**src/rtl/half_ashift_sat.sv**
```systemverilog
module half_ashift_sat #(
  parameter int W  = 16,
  parameter int CW = 6
) (
  input  logic           clk,
  input  logic           rst,
  input  logic           in_valid,
  input  logic [2*W-1:0] val_i,
  input  logic [2*W-1:0] cnt_i,
  input  logic [2*W-1:0] dst_i,
  input  logic           src_hi,
  input  logic           dst_hi,
  input  logic           sat_en,
  output logic [2*W-1:0] res_o,
  output logic           ovf_o,
  output logic           res_vld
);
  localparam int EW = W + (1 << (CW - 1)) + 1;
  localparam logic [W-1:0] POS_MAX = {1'b0, {(W-1){1'b1}}};
  localparam logic [W-1:0] NEG_MIN = {1'b1, {(W-1){1'b0}}};

  logic [W-1:0]         src;
  logic [CW-1:0]        cnt;
  logic [CW-1:0]        mag;
  logic signed [EW-1:0] ext;
  logic signed [EW-1:0] sh;
  logic [EW-W:0]        top;
  logic                 neg_cnt;
  logic                 wide;
  logic [W-1:0]         hres;

  wire unused_cnt = ^cnt_i[2*W-1:CW];

  assign src     = src_hi ? val_i[2*W-1:W] : val_i[W-1:0];
  assign cnt     = cnt_i[CW-1:0];
  assign neg_cnt = cnt[CW-1];
  assign mag     = CW'(-cnt);
  assign ext     = {{(EW-W){src[W-1]}}, src};
  assign sh      = neg_cnt ? (ext >>> mag) : (ext <<< cnt);
  assign top     = sh[EW-1:W-1];
  assign wide    = !neg_cnt && !((&top) || !(|top));
  assign hres    = (sat_en && wide) ? (src[W-1] ? NEG_MIN : POS_MAX) : sh[W-1:0];

  always_ff @(posedge clk) begin
    if (rst) begin
      res_o   <= '0;
      ovf_o   <= 1'b0;
      res_vld <= 1'b0;
    end else begin
      res_vld <= in_valid;
      if (in_valid) begin
        res_o <= dst_hi ? {hres, dst_i[W-1:0]} : {dst_i[2*W-1:W], hres};
        ovf_o <= sat_en && wide;
      end
    end
  end

  a_r1_reset_clear: assert property (@(posedge clk)
    rst |=> (res_o == '0 && !ovf_o && !res_vld));

  a_r10_valid_follows: assert property (@(posedge clk) disable iff (rst)
    in_valid |=> res_vld);

  a_r10_idle_hold: assert property (@(posedge clk) disable iff (rst)
    !in_valid |=> (!res_vld && $stable(res_o) && $stable(ovf_o)));

  a_r9_keep_low: assert property (@(posedge clk) disable iff (rst)
    (in_valid && dst_hi) |=> res_o[W-1:0] == $past(dst_i[W-1:0]));

  a_r9_keep_high: assert property (@(posedge clk) disable iff (rst)
    (in_valid && !dst_hi) |=> res_o[2*W-1:W] == $past(dst_i[2*W-1:W]));

  a_r4_zero_pass: assert property (@(posedge clk) disable iff (rst)
    (in_valid && cnt_i[CW-1:0] == '0 && !src_hi && !dst_hi)
      |=> (res_o[W-1:0] == $past(val_i[W-1:0]) && !ovf_o));

  a_r7_right_no_ovf: assert property (@(posedge clk) disable iff (rst)
    (in_valid && cnt_i[CW-1]) |=> !ovf_o);

  a_r5_no_sat_no_ovf: assert property (@(posedge clk) disable iff (rst)
    (in_valid && !sat_en) |=> !ovf_o);

  a_r6_clamp_value: assert property (@(posedge clk) disable iff (rst)
    in_valid |=> (!ovf_o ||
      (($past(dst_hi) ? res_o[2*W-1:W] : res_o[W-1:0]) == POS_MAX) ||
      (($past(dst_hi) ? res_o[2*W-1:W] : res_o[W-1:0]) == NEG_MIN)));
endmodule

```
**config.mk**
```make
export PLATFORM = sky130hd
export DESIGN_NAME = half_ashift_sat
export DESIGN_NICKNAME = d
export VERILOG_FILES = /design/src/rtl/half_ashift_sat.sv
export SDC_FILE = /design/constraint.sdc
export NUM_CORES = 1
export LEC_CHECK = 0
export BUFFER_PORTS_ARGS = -buffer_cell sky130_fd_sc_hd__buf_4
export CAP_MARGIN = 20
export CORE_MARGIN = 1
export CORE_UTILIZATION = 40
export CTS_BUF_LIST = sky130_fd_sc_hd__clkbuf_8
export CTS_CLUSTER_DIAMETER = 150
export DETAILED_ROUTE_END_ITERATION = 7
export GPL_TIMING_DRIVEN = 0
export PLACE_DENSITY = 0.67
export SKIP_LAST_GASP = 1
export SLEW_MARGIN = 20
export SYNTH_ARGS = -nofsm -noshare
export SYNTH_HDL_FRONTEND = slang
export SYNTH_SLANG_ARGS = --single-unit
```
**constraint.sdc**
```tcl
create_clock -name clk -period 3.1 [get_ports clk]
set_input_delay 0 -clock clk [delete_from_list [all_inputs] [get_ports clk]]
set_output_delay 0 -clock clk [all_outputs]
set_load 0.05 [all_outputs]
```
==> impl_results.md <==
* GR Util All Layers at between 30% and 40%
* Yosys top cell by area: dfxtp_1
* DP Wirelength at ~16,000 um
* Initial antenna violation count at 0
* Most used cell, CP: buf_6
* Net Count, Synth at just over 700
* Switching Share at 41.8%
* Slowest Stage Delay on Critical Path at roughly 520 ps
* Final Hold Fails at 0
* First-pass iteration count of the detailed router at 5
* Share of flip-flops with an asynchronous set or reset at 0%
* CTS H-tree lvls at 2
* Layout overhead on the synthesized area at 47.5%
* Total vias in the final route at ~6,100
* Num Clock Sinks at 34
* Final antenna-violating net count at 0
* Initial Util at approximately 41%
* Layout cell share with drive strength beyond 1 at about two fifths
* Later-pin clock latency in the skew report at roughly 300 ps
* Final wirelength at 21,200 um
* Critical path arrival at 3310 ps
* Status: complete, but fails checks
* Register area share after synthesis at between 10% and 20%
* Crit path cell chain: buf_16 > buf_12 > mux2_4 > mux4_2 > buf_4 > o22ai_1 > nor3_1 > a211oi_2 > o2111ai_2 > or4_4 > and3_4 > buf_8 > buf_6 > nand3_4 > buf_6 > a41oi_2
* Sequential power share at 21.6%
* CP delay by family, top: simple AND/OR/NAND/NOR gates
* Area of the multi-input gates at between 4000 and 5000 um^2
* Core footprint at 11,000 um^2
* CTS buffer count at 5
* Worst slew pin tran at around 810 ps
* Synth Register Bits at 34
* Slew Limit Headroom at approximately 46%
* Most common cell after layout, fill and taps aside: buf_4
* Peak supply drop at approximately 0.00028 V
* Yosys warning count at 0
* Die H at around 110 um
* Die ar. at 11,800 um^2
* Crit Path Category: in2reg
* Place WS at -1120 ps
* HP Class: in2reg
* Final setup fails at 14
* Clock transition at path regs at approximately 70 ps
* DIE WIDTH at between 100 and 150 um
* FF/Latch Area at around 680 um^2
* Synth Cell Area at between 4000 and 5000 um^2
* Comb pwr share at between 50 and 60%
* Core Util, Final at between 60% and 70%
* First-pass GRT wire length at ~32,000 um
* Initial DRC count at 812
* NumNets Final at 880
* # diodes at 0
* Area share of the largest cell type after synthesis at between 10% and 20%
* Post-synth EDFFs at 0
* Max clock buf depth at 2
* Clock power frac at 22.3%
* Cell variety after synth at between 70 and 80
* Vias per inst at 6.66
* Gate Count Post-Synth at just over 600
* Commonest cells after routing, fill and taps aside: buf_4, nor2_1, nand2_1
* Largest fanout on the critical path at 6
* Num rows at 38
* Root Driver: clkbuf_8
* Slew Limit Fails at 0
* Clock Skew at 0 ps
* Internal at about 1300 uW
* Placed cell areas at approximately 5500 um^2
* Critical path buffer and inverter count at 6
* RSZ-0062 raised after global routing: yes
* Mean Syn Cell Area at between 7 and 8 um^2
* Top cells by area, synth: dfxtp_1, mux4_2, mux2i_1, nor2_1, nand2_1
* Setup crit end kind: register
* Routability Congestion at ~1
* Maximum clock frequency at roughly 320 MHz
* Main synth FF type: dfxtp_1
* # DRC at 0
* Vias in the first global route at ~5,700
* Lkg Pwr at roughly 0.0026 uW
* Setup ws final at -60.8 ps
* Total Power at approximately 2300 uW
* Critical path startpoint category: input pin
* Fill cells at 988
* Final worst-path cycle share at 102%
* Port bufs at about 110
* Largest net degree at the start of global routing at 13
* Final min period at between 3000 and 4000 ps
* P_sw at 952 uW
* I/O Pins at about 140
* Routed WL per cell at 23.1 um
* Post-route design area at ~6700 um^2
* Gr ovfl total at 0
* Failing checks: setup timing
* CTS tree: done
* Pwr dens at 339 nW/um^2
* Required time worst endpoint at between 3000 and 4000 ps
* Max-cap viol count at 0
* CP max-delay cell: mux4_2
path summary, 6_finish.rpt:
path | from | to | slack, ps | depth (start not counted)
setup / recovery | src_hi | res_o[13]$_SDFFE_PP0P_ | -60 | 16
hold / removal | dst_i[10] | res_o[10]$_SDFFE_PP0P_ | 20 | 3
setup reg to reg | res_o[26]$_SDFFE_PP0P_ | res_o[26]$_SDFFE_PP0P_ | 2360 | 2
hold reg to reg | res_o[21]$_SDFFE_PP0P_ | res_o[21]$_SDFFE_PP0P_ | 490 | 2
through the flow:
step                      TNS [ps]  cells  hold slack, ps
after floorplan               -660    615            86.6
after global placement      -36320    860             204
after detailed placement    -32370    860             206
after CTS                    -5.76    902            12.0
after global routing         -1990    918            4.87
final                         -395    918            18.2
registers in the layout (all words and copies together), names as in the netlist:
name	cells
res_o	32
res_vld	1
ovf_o	1
power groups by stage:
stage / clock, uW / combinational, uW / sequential [uW]
finish: 507 / 1280 / 491
global route: 532 / 1340 / 494
CTS: 508 / 1180 / 491
detailed placement: 0 / 1030 / 501
global placement: 0 / 1030 / 499
floorplan: 0 / 563 / 620
timing repair:
item,in CTS,in global routing
hold buffers,3,0
resized for setup,93,37
endpoints found under the setup margin,33,32
setup buffers,28,15
pin swaps,15,24
gates cloned,5,2
endpoints found under the hold margin,3,0
metal layers:
metal	part of all wire [%]	track usage [%]	vias to the layer above
li1	-	-	2705
met3	9.3	5.38	94
met4	5.3	16.4	0
met5	0	0	-
met2	47	60.4	436
met1	38	44.2	2880
cells in the mapped netlist, types with 4 or more instances:
master     number
a211oi_1       20
a21oi_1        28
a222oi_1        7
a2bb2oi_1       4
a311oi_1        5
a31oi_1         9
a41oi_1         7
and2_1          8
and3_1          5
buf_1           4
buf_2           4
clkbuf_1       43
dfxtp_1        34
inv_1           4
mux2_2         21
mux2i_1        27
mux4_2         14
nand2_1        69
nand3_1        33
nand4_1         5
nor2_1         72
nor2b_1         5
nor3_1          8
nor3b_1         9
o2111ai_1       5
o211ai_1        9
o21ai_0        41
o21bai_1       11
o22ai_1        14
or3_1          10
worst reg2reg max path, stage by stage (launching register included):
cell and delay [ps]:
dfxtp_1 360, nor2_1 60, a311oi_1 240
logic make-up (layout without fill, tap and decap cells):
kind of cell               Yosys count  count (layout)  share of synthesized area [%]
muxes                               69              69                           21.1
and+or+nand+nor                    242             242                           25.5
adders and majority gates            1               1                          0.275
buffers and inverters               64             227                           6.21
xor gates and xnor gates             3               3                          0.577
AOI/OAI and AO/OA                  202             202                           31.4
DFF                                 34              34                           15.0
cell type report:
class	count	area share, %
Buffer	53	5.09
Clock inverter	3	1.03
Timing Repair Buffer	158	19.4
Multi-Input combinational cell	517	60.2
Clock buffer	5	1.03
Tap cell	140	2.61
Sequential cell	34	10.1
Inverter	8	0.522
Note: power is estimated with default switching activity, not from simulation.
